### src/rtl/mii_mgmt_pkg.sv
// Package: shared field positions and frame layout for the PHY
// management controller.
// Assumes clause-22 style frames of fixed 64-bit length.
package mii_mgmt_pkg;

    localparam int REG_W    = 32;
    localparam int FIELD_W  = 5;
    localparam int DATA_W   = 16;
    localparam int PHY_LSB  = 11;
    localparam int REG_LSB  = 6;
    localparam int WR_BIT   = 1;
    localparam int BUSY_BIT = 0;

    localparam int PRE_LEN   = 32;
    localparam int FRAME_LEN = PRE_LEN + 2 + 2 + 2 * FIELD_W + 2 + DATA_W;
    localparam int TA_IDX    = PRE_LEN + 4 + 2 * FIELD_W;
    localparam int DATA_IDX  = TA_IDX + 2;

    localparam logic [1:0] START_BITS = 2'b01;
    localparam logic [1:0] OP_READ    = 2'b10;
    localparam logic [1:0] OP_WRITE   = 2'b01;
    localparam logic [1:0] TA_DRIVE   = 2'b10;

    typedef enum logic {SEL_CMD = 1'b0, SEL_DATA = 1'b1} reg_sel_e;

    // Assemble the whole serial frame, first bit in the top position.
    function automatic logic [FRAME_LEN-1:0] build_frame(
        input logic               wr,
        input logic [FIELD_W-1:0] phy,
        input logic [FIELD_W-1:0] regad,
        input logic [DATA_W-1:0]  data
    );
        return {{PRE_LEN{1'b1}}, START_BITS, (wr ? OP_WRITE : OP_READ),
                phy, regad, TA_DRIVE, (wr ? data : {DATA_W{1'b1}})};
    endfunction

endpackage

### src/rtl/mii_mdc_timer.sv
// Module: management clock divider.
// Produces mdc while run is high: HALF_CYCLES low, then HALF_CYCLES high
// per bit period. Flags the cycle before the rising edge (sample point)
// and the last cycle of each bit period. Assumes HALF_CYCLES >= 1.
module mii_mdc_timer #(
    parameter int HALF_CYCLES = 2
) (
    input  logic clk,
    input  logic rst_n,
    input  logic run,
    output logic mdc,
    output logic sample_tick,
    output logic bit_end
);
    localparam int PERIOD = 2 * HALF_CYCLES;
    localparam int CNT_W  = (PERIOD > 1) ? $clog2(PERIOD) : 1;
    localparam logic [CNT_W-1:0] LAST_PH = CNT_W'(PERIOD - 1);
    localparam logic [CNT_W-1:0] PRE_RISE = CNT_W'(HALF_CYCLES - 1);
    localparam logic [CNT_W-1:0] HIGH_PH = CNT_W'(HALF_CYCLES);

    logic [CNT_W-1:0] phase_q;

    // Phase counter: wraps every bit period, parked at zero while idle.
    always_ff @(posedge clk) begin
        if (!rst_n) begin
            phase_q <= '0;
        end else if (!run || phase_q == LAST_PH) begin
            phase_q <= '0;
        end else begin
            phase_q <= phase_q + CNT_W'(1);
        end
    end

    assign mdc         = run && (phase_q >= HIGH_PH);
    assign sample_tick = run && (phase_q == PRE_RISE);
    assign bit_end     = run && (phase_q == LAST_PH);

    // the sample point is always followed by an mdc rising edge.
    p_sample_at_rise_r7: assert property (@(posedge clk) disable iff (!rst_n)
        sample_tick |=> $rose(mdc));

    // a bit period ends with mdc low in the next cycle.
    p_bit_end_low_r7: assert property (@(posedge clk) disable iff (!rst_n)
        bit_end |=> !mdc);

endmodule

### src/rtl/mii_frame_seq.sv
// Module: serial frame sequencer.
// Loads a complete frame on start and shifts one bit out per bit
// period. Releases the data pin from turnaround on reads and captures
// the 16 data bits at the sample points. Assumes start is only pulsed
// while idle; a start while active is ignored.
module mii_frame_seq
    import mii_mgmt_pkg::*;
(
    input  logic               clk,
    input  logic               rst_n,
    input  logic               start,
    input  logic               start_wr,
    input  logic [FIELD_W-1:0] start_phy,
    input  logic [FIELD_W-1:0] start_reg,
    input  logic [DATA_W-1:0]  start_data,
    input  logic               sample_tick,
    input  logic               bit_end,
    input  logic               mdio_i,
    output logic               active,
    output logic               done,
    output logic               mdio_o,
    output logic               mdio_oe,
    output logic [DATA_W-1:0]  rd_data
);
    localparam int IDX_W = $clog2(FRAME_LEN);
    localparam logic [IDX_W-1:0] LAST_IDX = IDX_W'(FRAME_LEN - 1);
    localparam logic [IDX_W-1:0] TA_POS   = IDX_W'(TA_IDX);
    localparam logic [IDX_W-1:0] DATA_POS = IDX_W'(DATA_IDX);

    logic [FRAME_LEN-1:0] frame_q;
    logic [IDX_W-1:0]     bit_idx_q;
    logic                 wr_q;
    logic                 active_q;
    logic [DATA_W-1:0]    cap_q;
    logic                 last_bit;
    logic                 capture;

    assign last_bit = (bit_idx_q == LAST_IDX);
    assign capture  = active_q && sample_tick && (bit_idx_q >= DATA_POS);
    assign done     = active_q && bit_end && last_bit;
    assign active   = active_q;
    assign mdio_o   = active_q ? frame_q[FRAME_LEN-1] : 1'b1;
    assign mdio_oe  = active_q && (wr_q || bit_idx_q < TA_POS);
    assign rd_data  = cap_q;

    // Frame state: load on start, advance one bit per bit period.
    always_ff @(posedge clk) begin
        if (!rst_n) begin
            active_q  <= 1'b0;
            wr_q      <= 1'b0;
            bit_idx_q <= '0;
            frame_q   <= '1;
        end else if (start && !active_q) begin
            active_q  <= 1'b1;
            wr_q      <= start_wr;
            bit_idx_q <= '0;
            frame_q   <= build_frame(start_wr, start_phy, start_reg, start_data);
        end else if (active_q && bit_end) begin
            if (last_bit) begin
                active_q <= 1'b0;
            end else begin
                bit_idx_q <= bit_idx_q + IDX_W'(1);
            end
            frame_q <= {frame_q[FRAME_LEN-2:0], 1'b1};
        end
    end

    // Capture shifter: one input bit per data-bit sample point.
    always_ff @(posedge clk) begin
        if (!rst_n) begin
            cap_q <= '0;
        end else if (capture) begin
            cap_q <= {cap_q[DATA_W-2:0], mdio_i};
        end
    end

    // Checker counter: data samples taken in the current frame.
    logic [5:0] smp_cnt_q;
    always_ff @(posedge clk) begin
        if (!rst_n) begin
            smp_cnt_q <= '0;
        end else if (start && !active_q) begin
            smp_cnt_q <= '0;
        end else if (capture) begin
            smp_cnt_q <= smp_cnt_q + 6'd1;
        end
    end

    // a frame completes only after exactly 16 data samples.
    p_sixteen_samples_r6: assert property (@(posedge clk) disable iff (!rst_n)
        done |-> smp_cnt_q == 6'(DATA_W));

    // the first bit put on the pin after a start is a preamble one.
    p_preamble_first_r4: assert property (@(posedge clk) disable iff (!rst_n)
        (start && !active_q) |=> (mdio_o && mdio_oe));

endmodule

### src/rtl/mii_mgmt_ctrl.sv
// Module: PHY management command controller (top).
// Holds the command word and data register and starts a frame when a
// command is written while idle. Busy is the frame-active state and
// clears itself; read data lands in the data register on completion.
// Assumes a single write strobe with one register select bit.
module mii_mgmt_ctrl
    import mii_mgmt_pkg::*;
#(
    parameter int MDC_HALF_CYCLES = 2
) (
    input  logic        clk,
    input  logic        rst_n,
    input  logic        reg_wr,
    input  logic        reg_sel,
    input  logic [31:0] reg_wdata,
    output logic [31:0] cmd_rdata,
    output logic [31:0] data_rdata,
    output logic        mdc,
    output logic        mdio_o,
    output logic        mdio_oe,
    input  logic        mdio_i
);
    localparam int FRAME_CYCLES = 2 * MDC_HALF_CYCLES * FRAME_LEN;

    logic [FIELD_W-1:0] cmd_phy_q;
    logic [FIELD_W-1:0] cmd_reg_q;
    logic               cmd_wr_q;
    logic [DATA_W-1:0]  data_q;
    logic               busy;
    logic               done;
    logic               cmd_write;
    logic               cmd_accept;
    logic               sample_tick;
    logic               bit_end;
    logic [DATA_W-1:0]  rd_data;

    assign cmd_write  = reg_wr && (reg_sel == SEL_CMD);
    assign cmd_accept = cmd_write && !busy;

    // Command fields: captured only when a command is accepted.
    always_ff @(posedge clk) begin
        if (!rst_n) begin
            cmd_phy_q <= '0;
            cmd_reg_q <= '0;
            cmd_wr_q  <= 1'b0;
        end else if (cmd_accept) begin
            cmd_phy_q <= reg_wdata[PHY_LSB +: FIELD_W];
            cmd_reg_q <= reg_wdata[REG_LSB +: FIELD_W];
            cmd_wr_q  <= reg_wdata[WR_BIT];
        end
    end

    // Data register: software write, overridden by completed read data.
    always_ff @(posedge clk) begin
        if (!rst_n) begin
            data_q <= '0;
        end else begin
            if (reg_wr && reg_sel == SEL_DATA) begin
                data_q <= reg_wdata[DATA_W-1:0];
            end
            if (done && !cmd_wr_q) begin
                data_q <= rd_data;
            end
        end
    end

    // Read-back views of both registers.
    always_comb begin
        cmd_rdata = '0;
        cmd_rdata[PHY_LSB +: FIELD_W] = cmd_phy_q;
        cmd_rdata[REG_LSB +: FIELD_W] = cmd_reg_q;
        cmd_rdata[WR_BIT]             = cmd_wr_q;
        cmd_rdata[BUSY_BIT]           = busy;
        data_rdata                    = '0;
        data_rdata[DATA_W-1:0]        = data_q;
    end

    mii_mdc_timer #(
        .HALF_CYCLES (MDC_HALF_CYCLES)
    ) timer_i (
        .clk         (clk),
        .rst_n       (rst_n),
        .run         (busy),
        .mdc         (mdc),
        .sample_tick (sample_tick),
        .bit_end     (bit_end)
    );

    mii_frame_seq seq_i (
        .clk         (clk),
        .rst_n       (rst_n),
        .start       (cmd_accept),
        .start_wr    (reg_wdata[WR_BIT]),
        .start_phy   (reg_wdata[PHY_LSB +: FIELD_W]),
        .start_reg   (reg_wdata[REG_LSB +: FIELD_W]),
        .start_data  (data_q),
        .sample_tick (sample_tick),
        .bit_end     (bit_end),
        .mdio_i      (mdio_i),
        .active      (busy),
        .done        (done),
        .mdio_o      (mdio_o),
        .mdio_oe     (mdio_oe),
        .rd_data     (rd_data)
    );

    // Checker counter: length of the current busy window.
    logic [31:0] busy_cycles_q;
    always_ff @(posedge clk) begin
        if (!rst_n) begin
            busy_cycles_q <= '0;
        end else if (busy) begin
            busy_cycles_q <= busy_cycles_q + 32'd1;
        end else begin
            busy_cycles_q <= '0;
        end
    end

    // busy lasts exactly one full frame.
    p_busy_window_r2: assert property (@(posedge clk) disable iff (!rst_n)
        $fell(busy) |-> busy_cycles_q == 32'(FRAME_CYCLES));

    // an accepted command raises busy.
    p_busy_set_r2: assert property (@(posedge clk) disable iff (!rst_n)
        cmd_accept |=> busy);

    // a command written while busy leaves the fields untouched.
    p_cmd_ignored_busy_r8: assert property (@(posedge clk) disable iff (!rst_n)
        (cmd_write && busy) |=> ($stable(cmd_phy_q) && $stable(cmd_reg_q) && $stable(cmd_wr_q)));

    // the data pin changes only while mdc is low.
    p_mdio_moves_low_r7: assert property (@(posedge clk) disable iff (!rst_n)
        !$stable(mdio_o) |-> !mdc);

    // nothing is driven on the bus while idle.
    p_idle_quiet_r9: assert property (@(posedge clk) disable iff (!rst_n)
        !busy |-> (!mdc && !mdio_oe));

endmodule

### config.mk
export PLATFORM = sky130hd
export DESIGN_NAME = mii_mgmt_ctrl
export DESIGN_NICKNAME = d
export VERILOG_FILES = /design/src/rtl/mii_mgmt_pkg.sv /design/src/rtl/mii_mdc_timer.sv /design/src/rtl/mii_frame_seq.sv /design/src/rtl/mii_mgmt_ctrl.sv
export SDC_FILE = /design/constraint.sdc
export NUM_CORES = 1
export LEC_CHECK = 0
export ABC_AREA = 1
export BUFFER_PORTS_ARGS = -buffer_cell sky130_fd_sc_hd__buf_2
export CAP_MARGIN = 25
export CORE_MARGIN = 4
export CORE_UTILIZATION = 45
export DETAILED_ROUTE_END_ITERATION = 7
export GPL_TIMING_DRIVEN = 0
export PLACE_DENSITY = 0.71
export SLEW_MARGIN = 20
export SYNTH_ARGS = -nofsm -noshare
export SYNTH_HDL_FRONTEND = slang
export SYNTH_HIERARCHICAL = 1
export SYNTH_SLANG_ARGS = --single-unit
### constraint.sdc
create_clock -name clk -period 5.6 [get_ports clk]
set_clock_uncertainty 0.15 [all_clocks]
set_input_delay 1.12 -clock clk [delete_from_list [all_inputs] [get_ports clk]]
set_output_delay 1.12 -clock clk [all_outputs]
set_load 0.02 [all_outputs]
==> impl_metrics.csv <==
group,metric,value,unit
clock_network,cts_buffers,17,
flow_run,cap_violations,0,
clock_network,path_clk_slew,60,ps
cells_and_area,final_net_count,833,
worst_setup_path,worst_ep_arrival_time,1660,ps
floorplan,die_area,0.0129,sq mm
synthesis,yosys_most_used_dff,"dfxtp_1",
synthesis,synth.distinct_cells,31,
detailed_routing,dr.pass1.iters,5,
detailed_routing,wl_per_cell,12.4,um
clock_network,cts_buffer_depth,2,
worst_setup_path,slowest_delay,570,ps
synthesis,synth_edf_count,0,
cells_and_area,antenna_cells,0,
placed_design,hpwl,8.46,mm
power,totalPowerFinal,0.00215,W
cells_and_area,drive_gt1_frac,0.202,
floorplan,core,0.0108,sq mm
clock_network,cts.sinks,117,
timing,fin_setup_tns,0,ps
placed_design,pre_cts_ws,2780,ps
synthesis,synth-async-reset-ratio,0,
placed_design,dp.cells,913,
timing,fmax,342,MHz
power,ir_worst_vdd,225,uV
timing,post-route-min-period,2930,ps
grt,antenna_found_initial,0,
synthesis,synthSimpleGateAreaFrac,0.296,
timing,finalSetupViolCount,0,
detailed_routing,ant_nets,0,
cells_and_area,final_cell_mix,"nand2_1, dfxtp_1, buf_2, nand3_1, inv_1",
timing,worst_slack,2670,ps
worst_setup_path,critPathCaptureType,"output port",
floorplan,die_h,113,um
worst_setup_path,worstPathRequired,4330,ps
detailed_routing,first_iter_violations,257,
grt,grt_pass1_wl,19.5,mm
placed_design,port_buffers,51,
floorplan,die_w,113,um
worst_setup_path,crit_chain,"inv_2 > or2_2 > buf_2",
timing,tightest_slew,564,ps
synthesis,synth-compound-area-share,0.0898,
clock_network,cts-root-buf,"clkbuf_8",
grt,grt_max_degree,17,
clock_network,post_cts_resized,0,
synthesis,synth_top_family_by_area,"simple AND/OR/NAND/NOR gates",
placed_design,place.gp.congestion,0.860,
synthesis,ys_seq_area_frac,0.468,
detailed_routing,drc_errors,0,
timing,rsz0062_at_grt,"no",
timing,slew_viol_final,0,
grt,gr-total-overflow,0,
power,powerDensity,348,mW/mm^2
worst_setup_path,worst_setup_path_start_kind,"register",
clock_network,cts-htree-levels,4,
detailed_routing,vias,4530,
synthesis,synth_seq_cells,117,
timing,hold_violations,0,
timing,maxSlewHeadroom,0.624,
clock_network,tritoncts,"yes",
clock_network,worstSkewPairLatency,520,ps
synthesis,synth-xor-area-share,0.00175,
synthesis,synthCells,687,
synthesis,postSynthAreaPerCell,7.29,sq um
clock_network,hold_buffers,0,
grt,grt_pass1_vias,4246,
synthesis,netlist_area,0.00500,sq mm
worst_setup_path,cpMaxStageDelayCell,"dfxtp_1",
worst_setup_path,crit_type,"reg -> out",
floorplan,rows,38,
worst_setup_path,rrSetupSlack,3230,ps
floorplan,initial_core_util,0.462,
floorplan,io-pin-count,104,
cells_and_area,fin_util,0.569,
cells_and_area,nFillCells,1022,
grt,grt_usage,0.188,
synthesis,synth_warnings,6,
cells_and_area,areaGrowthSynthToFinish,23.3,%
timing,fin_crit_sh,0.523,
cells_and_area,final_common_cell,"nand2_1",
hold_path,min_path_type,"reg -> reg",
cells_and_area,instances_no_fill,945,
synthesis,yosys.area_share.adder,0.0100,
synthesis,muxShareOfSynthArea,0,
detailed_routing,finalWirelength,11.7,mm
run_status,status,"finished clean",
clock_network,postCtsSetupRepairBufs,0,
worst_setup_path,critPathMaxFanout,10,
power,p_leak,2.96,nW
detailed_routing,viasPerCell,4.79,
[area by class of cell]
| cell class | instances | area, sq um | area share |
|---|---|---|---|
| Clock buffer | 19 | 422 | 0.0683 |
| Tap cell | 140 | 175 | 0.0284 |
| Clock inverter | 13 | 183 | 0.0296 |
| Buffer | 70 | 447 | 0.0724 |
| Timing Repair Buffer | 51 | 255 | 0.0414 |
| Sequential cell | 117 | 2340 | 0.380 |
| Multi-Input combinational cell | 475 | 2120 | 0.344 |
| Inverter | 60 | 225 | 0.0365 |
[where the power goes]
| part | total (W) | internal, W | switching [W] |
|---|---|---|---|
| Sequential | 0.000877 | 0.000859 | 0.0000179 |
| Clock | 0.00110 | 0.000720 | 0.000385 |
| Combinational | 0.000168 | 0.0000593 | 0.000109 |
[metal layers]
layer	up-vias	share of wire	track usage
li1	2316	-	-
met1	2026	0.42	0.218
met2	158	0.49	0.327
met3	30	0.067	0.0456
met4	0	0.024	0.0857
met5	-	0	0
[path summary, 6_finish.rpt]
check | start | end | cells after the start
worst max register to register | seq_i/active | data_q[3] | 13
worst min-delay path | cmd_phy_q[1] | cmd_phy_q[1] | 2
worst max-delay path | seq_i/active | mdio_o | 3
worst min register to register | cmd_phy_q[1] | cmd_phy_q[1] | 2
[cells in the mapped netlist, drive strengths merged, types with 2 or more instances]
| cell | instances | area (sq um) |
|---|---|---|
| clkbuf | 12 | 47.6 |
| buf | 58 | 399 |
| o21ai | 36 | 180 |
| nand2 | 233 | 882 |
| nand4 | 18 | 113 |
| nor3 | 2 | 10.0 |
| nand3 | 54 | 275 |
| a21oi | 43 | 238 |
| inv | 59 | 221 |
| dfxtp | 117 | 2340 |
| nor2 | 43 | 193 |
| ha | 4 | 50.1 |
[flip-flops by register name (all words and copies together), names as in the netlist, 2 cells and up]
register,flops
cmd_phy_q,5
cmd_reg_q,5
seq_i/bit_idx_q,6
seq_i/frame_q,64
seq_i/rd_data,16
timer_i/phase_q,2
data_q,16
[per-stage QoR]
step / instance area, sq um / hold WS [ps]
2_1_floorplan: 5140 / 279
3_5_place_dp: 5570 / 294
6_report: 6170 / 312
3_3_place_gp: 5570 / 289
4_1_cts: 6170 / 314
5_1_grt: 6170 / 328
[worst max-delay path, delay by kind of cell (launching register included)]
| kind | cells | cell delay [ps] |
|---|---|---|
| buf+inv | 2 | 270 |
| flops | 1 | 570 |
| simple gates | 1 | 290 |
[kinds of logic (layout without fill, tap and decap cells)]
family / after synthesis / after routing
AOI/OAI and AO/OA: 83 / 83
adders and majority gates: 4 / 4
and+or+nand+nor: 351 / 351
buffers and inverters: 130 / 213
other: 1 / 36
xor gates and xnor gates: 1 / 1
DFF: 117 / 117
Note: power is estimated with default switching activity, not from simulation.
